--- src/rtl/mbw_pkg.sv ---
package mbw_pkg;
  localparam logic [11:0] OFS_LOC     = 12'h038;
  localparam logic [11:0] OFS_SIZE    = 12'h03C;
  localparam logic [11:0] OFS_CTRL_LO = 12'h050;
  localparam logic [11:0] OFS_CTRL_HI = 12'h054;
  localparam logic [11:0] OFS_STAT    = 12'h058;
  localparam int          BASE_SHIFT  = 12;
  localparam int          BASE_FLD_W  = 64 - BASE_SHIFT;
  localparam logic [3:0]  UNIT_MIB    = 4'd2;

  typedef struct packed {
    logic [19:0] count;
    logic [3:0]  unit;
    logic [2:0]  rsv;
    logic        wr_data_ok;
    logic        rd_data_ok;
    logic        lists_ok;
    logic        cq_ok;
    logic        sq_ok;
  } size_word_t;

  // byte count of the buffer: count * 2^(12 + 4*unit)
  function automatic logic [64:0] buf_bytes(input logic [19:0] count,
                                            input logic [3:0] unit);
    logic [64:0] one_unit;
    one_unit = 65'd1 << (12 + 4 * int'(unit));
    return 65'(count) * one_unit;
  endfunction

  function automatic logic [31:0] make_size(input logic [19:0] mib);
    size_word_t w;
    w            = '0;
    w.count      = mib;
    w.unit       = UNIT_MIB;
    w.sq_ok      = 1'b1;
    w.cq_ok      = 1'b0;
    w.lists_ok   = 1'b1;
    w.rd_data_ok = 1'b1;
    w.wr_data_ok = 1'b1;
    return w;
  endfunction

  function automatic logic [31:0] make_loc(input logic [2:0] bar);
    return {29'd0, bar};
  endfunction

  // true when base + bytes reaches or passes 2^64
  function automatic logic range_wraps(input logic [63:0] base,
                                       input logic [64:0] bytes);
    logic [65:0] s;
    s = {2'b00, base} + {1'b0, bytes};
    return |s[65:64];
  endfunction

  function automatic logic in_window(input logic [63:0] addr,
                                     input logic [63:0] base,
                                     input logic [64:0] bytes);
    logic [65:0] top;
    top = {2'b00, base} + {1'b0, bytes};
    return (addr >= base) && ({2'b00, addr} < top);
  endfunction
endpackage

--- src/rtl/mbw_ctrl_reg.sv ---
module mbw_ctrl_reg
  import mbw_pkg::*;
#(
  parameter bit CAP_BUF = 1'b1
) (
  input  logic                  clk,
  input  logic                  rst_n,
  input  logic                  wr_en,
  input  logic                  wr_wide,
  input  logic [11:0]           wr_addr,
  input  logic [63:0]           wr_data,
  output logic [63:0]           ctrl_q,
  output logic                  lo_wr,
  output logic                  hi_wr,
  output logic                  nxt_cre,
  output logic                  nxt_mse,
  output logic [BASE_FLD_W-1:0] nxt_base_fld
);
  logic [63:0] merged;

  assign lo_wr  = wr_en && (wr_addr == OFS_CTRL_LO) && CAP_BUF;
  assign hi_wr  = wr_en && (wr_addr == OFS_CTRL_HI);
  assign merged = wr_wide ? wr_data : {ctrl_q[63:32], wr_data[31:0]};

  assign nxt_cre      = merged[0];
  assign nxt_mse      = merged[1];
  assign nxt_base_fld = merged[63:BASE_SHIFT];

  always_ff @(posedge clk) begin
    if (!rst_n) begin
      ctrl_q <= '0;
    end else if (lo_wr) begin
      ctrl_q <= merged;
    end else if (hi_wr) begin
      ctrl_q[63:32] <= wr_data[31:0];
    end
  end
endmodule

--- src/rtl/mbw_window.sv ---
module mbw_window
  import mbw_pkg::*;
#(
  parameter bit          LEGACY   = 1'b0,
  parameter int          SIZE_MIB = 4,
  parameter int          BAR_IDX  = 2,
  parameter logic [64:0] BYTES    = 65'd0
) (
  input  logic                  clk,
  input  logic                  rst_n,
  input  logic                  eval,
  input  logic                  nxt_cre,
  input  logic                  nxt_mse,
  input  logic [BASE_FLD_W-1:0] nxt_base_fld,
  output logic                  regs_on,
  output logic                  win_en,
  output logic [63:0]           base_q,
  output logic                  addr_bad,
  output logic                  ovf_evt,
  output logic [31:0]           size_word,
  output logic [31:0]           loc_word
);
  localparam logic [19:0] MIB_F = SIZE_MIB[19:0];
  localparam logic [2:0]  BAR_F = BAR_IDX[2:0];

  logic [63:0] cand_base;
  logic        want_on;

  assign cand_base = {nxt_base_fld, {BASE_SHIFT{1'b0}}};
  assign want_on   = eval && nxt_cre && nxt_mse;
  assign ovf_evt   = want_on && range_wraps(cand_base, BYTES);

  always_ff @(posedge clk) begin
    if (!rst_n) begin
      regs_on  <= LEGACY;
      win_en   <= LEGACY;
      base_q   <= '0;
      addr_bad <= 1'b0;
    end else if (eval) begin
      regs_on <= nxt_cre;
      win_en  <= want_on && !ovf_evt;
      if (want_on && !ovf_evt) base_q <= cand_base;
      if (ovf_evt) addr_bad <= 1'b1;
    end
  end

  assign size_word = regs_on ? make_size(MIB_F) : 32'd0;
  assign loc_word  = regs_on ? make_loc(BAR_F) : 32'd0;
endmodule

--- src/rtl/mbw_hit.sv ---
module mbw_hit
  import mbw_pkg::*;
#(
  parameter logic [64:0] BYTES = 65'd0
) (
  input  logic        win_en,
  input  logic [63:0] base,
  input  logic [63:0] probe_addr,
  output logic        hit
);
  assign hit = win_en && in_window(probe_addr, base, BYTES);
endmodule

--- src/rtl/mbw_ctrl.sv ---
module mbw_ctrl
  import mbw_pkg::*;
#(
  parameter bit LEGACY   = 1'b0,
  parameter bit CAP_BUF  = 1'b1,
  parameter int SIZE_MIB = 4,
  parameter int BAR_IDX  = 2
) (
  input  logic        clk,
  input  logic        rst_n,
  input  logic [63:0] bar_base_i,
  input  logic        wr_en,
  input  logic        wr_wide,
  input  logic [11:0] wr_addr,
  input  logic [63:0] wr_data,
  input  logic [11:0] rd_addr,
  output logic [31:0] rd_data,
  input  logic [63:0] probe_addr,
  output logic        probe_hit
);
  localparam logic [64:0] BYTES = buf_bytes(SIZE_MIB[19:0], UNIT_MIB);

  logic [63:0]           ctrl_q;
  logic                  lo_wr, hi_wr, lo_eval;
  logic                  nxt_cre, nxt_mse;
  logic [BASE_FLD_W-1:0] nxt_base_fld;
  logic                  regs_on, win_en, addr_bad, ovf_evt;
  logic [63:0]           base_q, eff_base;
  logic [31:0]           size_word, loc_word;

  mbw_ctrl_reg #(.CAP_BUF(CAP_BUF)) u_reg (
    .clk(clk), .rst_n(rst_n), .wr_en(wr_en), .wr_wide(wr_wide),
    .wr_addr(wr_addr), .wr_data(wr_data), .ctrl_q(ctrl_q),
    .lo_wr(lo_wr), .hi_wr(hi_wr), .nxt_cre(nxt_cre), .nxt_mse(nxt_mse),
    .nxt_base_fld(nxt_base_fld)
  );

  // legacy mode: stored word only, window state frozen
  assign lo_eval = lo_wr && !LEGACY;

  mbw_window #(
    .LEGACY(LEGACY), .SIZE_MIB(SIZE_MIB), .BAR_IDX(BAR_IDX), .BYTES(BYTES)
  ) u_win (
    .clk(clk), .rst_n(rst_n), .eval(lo_eval), .nxt_cre(nxt_cre),
    .nxt_mse(nxt_mse), .nxt_base_fld(nxt_base_fld), .regs_on(regs_on),
    .win_en(win_en), .base_q(base_q), .addr_bad(addr_bad),
    .ovf_evt(ovf_evt), .size_word(size_word), .loc_word(loc_word)
  );

  generate
    if (LEGACY) begin : g_legacy_base
      assign eff_base = bar_base_i;
    end else begin : g_prog_base
      assign eff_base = base_q;
    end
  endgenerate

  mbw_hit #(.BYTES(BYTES)) u_hit (
    .win_en(win_en), .base(eff_base), .probe_addr(probe_addr),
    .hit(probe_hit)
  );

  always_comb begin
    unique case (rd_addr)
      OFS_LOC:     rd_data = loc_word;
      OFS_SIZE:    rd_data = size_word;
      OFS_CTRL_LO: rd_data = ctrl_q[31:0];
      OFS_CTRL_HI: rd_data = ctrl_q[63:32];
      OFS_STAT:    rd_data = {31'd0, addr_bad};
      default:     rd_data = 32'd0;
    endcase
  end
endmodule

--- config.mk ---
export PLATFORM = sky130hd
export DESIGN_NAME = mbw_ctrl
export DESIGN_NICKNAME = d
export VERILOG_FILES = /design/src/rtl/mbw_pkg.sv /design/src/rtl/mbw_ctrl_reg.sv /design/src/rtl/mbw_window.sv /design/src/rtl/mbw_hit.sv /design/src/rtl/mbw_ctrl.sv
export SDC_FILE = /design/constraint.sdc
export NUM_CORES = 1
export LEC_CHECK = 0
export BUFFER_PORTS_ARGS = -buffer_cell sky130_fd_sc_hd__buf_2
export CORE_ASPECT_RATIO = 0.8
export CORE_MARGIN = 2
export CORE_UTILIZATION = 25
export DETAILED_ROUTE_END_ITERATION = 8
export PLACE_DENSITY = 0.46
export SLEW_MARGIN = 20
export SYNTH_ARGS = -nofsm -noshare
export SYNTH_HDL_FRONTEND = slang
export SYNTH_SLANG_ARGS = --single-unit
--- constraint.sdc ---
create_clock -name clk -period 3.3 [get_ports clk]
set_clock_uncertainty 0.2 [all_clocks]
set_input_delay 0 -clock clk [delete_from_list [all_inputs] [get_ports clk]]
set_output_delay 0 -clock clk [all_outputs]
set_load 0.01 [all_outputs]
==> results of run 1 <==
layer usage:
metal	vias up	global-route usage (%)	wire (microns)
met2	280	25.16	13600
met1	4031	27.82	17150
met3	46	2.994	1843
li1	4395	-	-
met5	-	0	0
met4	0	5.314	792
power by group:
group          switching, W  total [W]  leakage [nW]  internal, W
Sequential      0.000000214    0.00142         0.952      0.00142
Combinational      0.000273   0.000524          4.11     0.000251
Clock              0.000671    0.00200         0.307      0.00133
cell usage after synthesis (16+ instances only):
cell type and count:
nand3_1 20, o21ai_0 16, clkbuf_1 45, o221a_2 31, inv_1 86, nor2_1 47, a21o_1 23, and2_1 19
xnor2_1 40, a21boi_0 33, mux2i_1 77, o211a_1 32, a21oi_1 70, nand4_1 42, ha_1 95, nand2_1 124
dfxtp_1 118, nor3b_1 33
cell usage in the layout, fill, tap and decap left out, types with 41 or more instances in the layout:
cell type,n
nand2_1,123
buf_4,76
nor2_1,41
nand4_1,42
a21oi_1,69
mux2i_1,77
buf_2,188
inv_1,86
dfxtp_1,115
ha_1,94
dlygate4sd3_1,71
critical path: cells and delay by family, from the launching register on:
kind            cells  cell delay (ns)
compound gates      2             0.52
flops               1             0.37
fa+ha+maj           1             0.29
xor+xnor            1             0.14
buf+inv             1             0.17
simple gates        8             1.86
final cells by class:
cell class                      count  area (sq um)
Multi-Input combinational cell    789          6001
Tap cell                          472         590.6
Clock inverter                      8         146.4
Inverter                           86         322.8
Clock buffer                       21         480.5
Sequential cell                   118          2371
Fill cell                        3608         22520
Timing Repair Buffer              339          2293
Antenna cell                        1         2.502
sequential cells by signal, summed over array words and instances (netlist names):
name            count
u_reg.ctrl_q       64
u_win.addr_bad      1
u_win.base_q       52
u_win.win_en        1
timing repair:
item	CTS	global route
setup buffers	1	4
resized for setup	7	13
pin swaps	6	16
hold buffers	71	0
endpoints found under the hold margin	117	0
setup endpoints to repair	1	1
per-stage QoR:
| stage | total power, W | TNS [ns] | util, % | cell area [sq um] | instances |
|---|---|---|---|---|---|
| after floorplan | 0.001688 | 0 | - | 8853 | 1052 |
| after global placement | 0.001908 | -0.3400 | 30.93 | 10740 | 1728 |
| after detailed placement | 0.001912 | -0.3379 | 30.93 | 10740 | 1728 |
| after CTS | 0.003974 | -0.7664 | 34.87 | 12110 | 1829 |
| after global routing | 0.004098 | -0.9621 | 35.15 | 12210 | 1833 |
| final | 0.003950 | -0.6818 | 35.15 | 12210 | 1834 |
cell families (layout without fill, tap and decap cells):
group | after synthesis | in the layout | share of synthesized area [%]
flip-flops | 118 | 118 | 26.84
multiplexers | 77 | 77 | 8.756
buffers and inverters | 145 | 454 | 6.496
AND/OR/NAND/NOR | 348 | 348 | 20.91
other | 0 | 1 | 0
AO/OA/AOI/OAI | 229 | 229 | 19.52
XOR/XNOR | 40 | 40 | 3.980
adder cells (fa/ha/maj) | 95 | 95 | 13.50
worst min path at each step:
stage,from,to,slack [ns],depth (start not counted)
4_1_cts,wr_wide,u_reg.ctrl_q[46],0.04,4
2_1_floorplan,wr_data[10],u_reg.ctrl_q[10],-0.06,2
6_report,wr_wide,u_reg.ctrl_q[46],0.06,4
5_1_grt,wr_wide,u_reg.ctrl_q[46],0.07,4
3_3_place_gp,wr_data[18],u_reg.ctrl_q[18],0.07,3
3_5_place_dp,wr_data[15],u_reg.ctrl_q[15],0.07,3
==> results by group, run 1 <==
Worst setup path
  • Crit path arrival time: 3.78 ns
  • Worst Reg-to-Reg Cells: 8
  • R2r setup slk: 0.90 ns
  • Crit path cell chain: nand4_1 > or3_4 > nor2_4 > nand4_1 > nor2_1 > nand4_1 > xnor2_1 > ha_1 > nand4_1 > or4_1 > o31ai_1 > a32oi_1 > buf_2
  • WP data required: 3.10 ns
  • Worst Setup EP: probe_hit
  • Worst setup SP type: flop
  • Worst flop-to-flop path startpoint: u_reg.ctrl_q[36]
  • Most common cell type on the critical path: nand4_1
  • Crit Path Class: flop to output port
  • CP startpoint: u_win.base_q[23]
  • CP max stage delay: 0.57 ns
  • Worst path slowest cell: or4_1
  • Worst-path maximum fanout: 3
  • R2R Path End: u_win.base_q[29]
  • Worst setup EP type: output port

Finish
  • Synthesis-to-layout area growth: 38.69%
  • Final #Nets: 1666
  • Layout cells sized above 1: 26.08%

Logic synthesis
  • Synth warn: 0
  • Mean post-synth cell area: 8.367 sq um
  • Number of synthesized flops with an enable pin: 0
  • Seq cells post-synth: 118
  • Cell Area, Synth: 8802 sq um
  • Post-synthesis sequential area ratio: 26.84%
  • Largest area contributor in the netlist: dfxtp_1
  • Ys async rst share: 0%
  • Ys flop type: dfxtp_1
  • Syn_nets: 1367
  • Main area contributors after synthesis: dfxtp_1, ha_1, mux2i_1
  • Post-synth cell types: 56
  • Cells after Synth: 1052
  • Post-synth top area share: 26.84%

Floorplanning
  • Chip Height: 171.8 microns
  • Initial core utilization: 25.35%
  • Std-Cell Rows: 61
  • DIE WIDTH: 213.8 microns
  • Core ar.: 34730 sq um
  • Io pins: 253
  • Die Area: 36730 sq um

Clock tree
  • Worst skew pair latency: 0.42 ns
  • Clock H-tree levels: 4
  • Cts bufs inserted: 17
  • TritonCTS clock tree: done
  • CTS max path bufs: 2
  • Clock Sinks: 118
  • Root buf cell: clkbuf_16
  • Clk slew on worst S/H paths: 0.06 ns

Global routing
  • Initial antenna violation count: 0
  • Vias in the first global route: 8352
  • First-pass GRT wire length: 50.21 mm
  • Total grt overflow: 0
  • Largest net degree at the start of global routing: 119
  • Total GRT Usage: 18.07%

Flow run
  • Number of max-cap violations: 0

Timing
  • Setup WS post-layout: -0.6818 ns
  • # setup viols final: 1
  • Final worst path period need: 3.982 ns
  • Max Slew Vio Count: 0
  • Fin Hold WS: 0.05786 ns
  • Slew HR: 37.39%
  • FMAX: 0.2511 GHz
  • Final Hold Fails: 0
  • Period utilization: 120.7%
  • Slew @ Worst Pin: 0.9321 ns
  • Unrepaired setup endpoints after global routing: true

Route
  • Wire per inst: 18.20 microns
  • Vias per cell: 4.772
  • DR iter-0 viols: 655
  • DRC: 0
  • Drt pass-1 iters: 5
  • Vias: 8752
  • Drt total wl: 33.38 mm
  • Number of routed nets with antenna violations: 0

Worst hold path
  • Hold Path Class: input pin to flop

Placement
  • Port Buffers: 188
  • Hpwl dp: 26.13 mm
  • Last weighted congestion value of the routability-driven placer: 0.8140
  • Dpl ws: -0.3379 ns

Power and ir drop
  • Peak VDD IR: 0.3280 mV
  • PwrDens: 323.6 nW/um^2
  • Leakage: 5.374 nW

Status
  • Failing checks: setup timing
  • Status: finished, violations left
Note: power is estimated with default switching activity, not from simulation.
==> inputs of run 2 (changes only) <==
Settings changed: CELL_PAD_IN_SITES_DETAIL_PLACEMENT from default to 1, CELL_PAD_IN_SITES_GLOBAL_PLACEMENT from default to 1, CTS_BUF_LIST from default to sky130_fd_sc_hd__clkbuf_4 sky130_fd_sc_hd__clkbuf_8, PLACE_DENSITY 0.46 to 0.59.
==> results by group, run 2 (synthesis results as in run 1) <==
Global routing
  • Largest net degree at the start of global routing: 86 (-28%)
  • Initial antenna violation count: 1 (+1)
  • First-pass GRT wire length: 53.59 mm (+6.7%)
  • Total GRT Usage: 19.25% (+1.2 points)
  • Total grt overflow: 0 (unchanged)
  • Vias in the first global route: 9208 (+10%)

Clock tree
  • Clock Sinks: 118 (unchanged)
  • Cts bufs inserted: 17 (unchanged)
  • Root buf cell: clkbuf_8
  • TritonCTS clock tree: done
  • Worst skew pair latency: 0.45 ns (+0.03 ns)
  • Clk slew on worst S/H paths: 0.08 ns (+0.02 ns)
  • CTS max path bufs: 2 (unchanged)
  • Clock H-tree levels: 4 (unchanged)

Power and ir drop
  • P_sw: 0.0009040 W (-4.3%)
  • Power Total: 0.003508 W (-11%)
  • Comb pwr share: 15.2% (+1.9 points)
  • PwrDens: 290.5 nW/um^2 (-10%)
  • Switching Share: 25.77% (+1.9 points)
  • Clock group share of total power: 44.3% (-6.4 points)
  • Internal power: 0.002604 W (-13%)
  • Peak VDD IR: 0.1836 mV (-44%)
  • Sequential power share: 40.5% (+4.5 points)
  • Leakage: 5.311 nW (-1.2%)

Worst setup path
  • Worst setup EP type: output port
  • Worst flop-to-flop path startpoint: u_reg.ctrl_q[60]
  • WP data required: 3.10 ns (about the same)
  • Worst-path maximum fanout: 2 (-1)
  • Crit path arrival time: 3.87 ns (+0.09 ns)
  • Worst setup SP type: flop
  • R2R Path End: u_win.base_q[29]
  • Crit Path Class: flop to output port
  • Worst Reg-to-Reg Cells: 8 (unchanged)
  • R2r setup slk: 0.86 ns (-0.04 ns)
  • Crit path cell chain: nand4_1 > buf_4 > nor4_4 > nor4b_4 > nand3_2 > buf_4 > nor4_4 > xnor2_1 > ha_1 > a21o_1 > a2111oi_4 > o21ai_2 > nor3_2 > o31ai_2 > a32oi_1 > buf_2
  • Worst path slowest cell: nor4_4
  • CP max stage delay: 0.36 ns (-0.21 ns)

Floorplanning
  • Std-Cell Rows: 61 (unchanged)
  • Core ar.: 34730 sq um (unchanged)
  • Chip Height: 171.8 microns (unchanged)
  • Initial core utilization: 25.35% (unchanged)
  • Io pins: 253 (unchanged)
  • DIE WIDTH: 213.8 microns (unchanged)
  • Die Area: 36730 sq um (unchanged)

Route
  • DR iter-0 viols: 533 (-19%)
  • DRC: 0 (unchanged)
  • Number of routed nets with antenna violations: 0 (unchanged)
  • Drt total wl: 35.45 mm (+6.2%)
  • Wire per inst: 19.24 microns (+5.7%)
  • Vias per cell: 4.868 (+2.0%)
  • Vias: 8966 (+2.4%)
  • Drt pass-1 iters: 5 (unchanged)

Finish
  • Biggest register: u_reg.ctrl_q
  • Commonest non-fill, non-tap cell in the layout: buf_2
  • Largest regs: u_reg.ctrl_q: 64 flops, u_win.base_q: 52 flops
  • Most frequent cells in the layout: buf_2, nand2_1, dfxtp_1
  • Final #Nets: 1671 (+0.30%)
  • Synthesis-to-layout area growth: 37.21%
  • Layout cells sized above 1: 27.32% (+1.2 points)
  • Max FFs per register: 64 (unchanged)
  • Finished Cell Area: 12080 sq um (-1.1%)

Worst hold path
  • Hold Path Cell Cnt: 2 (-2)
  • Hold Path Class: input pin to flop
  • Min-Delay Endpoint: u_reg.ctrl_q[14]
  • Hold_sp: rst_n

Flow run
  • Number of max-cap violations: 0 (unchanged)

Timing
  • Slew @ Worst Pin: 1.013 ns (+0.08075 ns)
  • Slew HR: 32.48% (-4.9 points)
  • # setup viols final: 1 (unchanged)
  • Final Hold Fails: 0 (unchanged)
  • Unrepaired setup endpoints after global routing: true
  • Max Slew Vio Count: 0 (unchanged)
  • Final worst path period need: 4.075 ns (+0.09287 ns)
  • FMAX: 0.2454 GHz (-2.3%)
  • Setup WS post-layout: -0.7747 ns (-0.09287 ns)
  • Period utilization: 123.5% (+2.8 points)

Placement
  • Dpl ws: -0.4809 ns (-0.1430 ns)
  • Hpwl dp: 28.13 mm (+7.7%)
  • Last weighted congestion value of the routability-driven placer: 0.8467 (+4.0%)
  • Port Buffers: 188 (unchanged)
  • Post-Place Cell Area: 10740 sq um (about the same)

Status
  • Failing checks: setup timing
  • Status: finished, violations left
-- run 2: area by class of cell --
cell class                      instances  area [sq um]
Antenna cell                            1         2.502
Clock buffer                           24         311.5
Clock inverter                          8         143.9
Fill cell                            4132         22650
Inverter                               86         322.8
Multi-Input combinational cell        789          6021
Sequential cell                       118          2376
Tap cell                              472         590.6
Timing Repair Buffer                  344          2310
-- run 2: worst max-delay path by stage --
stage | start | endpoint
2_1_floorplan | u_win.base_q[22] | probe_hit
3_3_place_gp | u_win.base_q[22] | probe_hit
3_5_place_dp | u_win.base_q[27] | probe_hit
4_1_cts | u_win.base_q[23] | probe_hit
5_1_grt | u_win.base_q[29] | probe_hit
6_report | u_win.base_q[29] | probe_hit
-- run 2: what timing repair did --
item / 4_1_cts / 5_1_grt
hold buffers: 69 / 0
endpoints found under the hold margin: 117 / 0
gates cloned: 0 / 0
resized for setup: 18 / 10
buffers inserted: 8 / 3
pin swaps: 23 / 12
setup endpoints to repair: 1 / 1
-- run 2: power by group through the flow --
stage	clock (W)	combinational, W	sequential (W)
after floorplan	0	0.000232	0.00146
after global placement	0	0.000449	0.00146
after detailed placement	0	0.000459	0.00146
after CTS	0.00158	0.000533	0.00142
after global routing	0.00165	0.000588	0.00142
final	0.00155	0.000533	0.00142
-- run 2: worst max-delay path: cells and delay by family (launching register included) --
family,cells,cell delay (ns)
buffers and inverters,3,0.50
DFF,1,0.35
AOI/OAI and AO/OA,5,0.92
and+or+nand+nor,6,1.25
xor gates and xnor gates,1,0.15
adders and majority gates,1,0.26
-- run 2: metrics by stage --
| step | hold slack, ns | cells | setup TNS [ns] | utilization (%) |
|---|---|---|---|---|
| final | 0.07732 | 1842 | -0.7747 | 34.78 |
| after global placement | 0.07204 | 1729 | -0.3994 | 30.92 |
| after detailed placement | 0.07831 | 1729 | -0.4809 | 30.92 |
| after CTS | 0.06556 | 1838 | -0.7532 | 34.65 |
| after floorplan | -0.05509 | 1052 | 0 | - |
| after global routing | 0.09032 | 1842 | -0.9813 | 34.78 |
-- run 2: per-layer routing --
metal	global-route usage, %	share of wire [%]	vias to the layer above
met1	28.08	51	4322
met3	3.140	4.6	23
met5	0	0	-
met2	29.73	44	223
li1	-	-	4398
met4	3.684	0.95	0
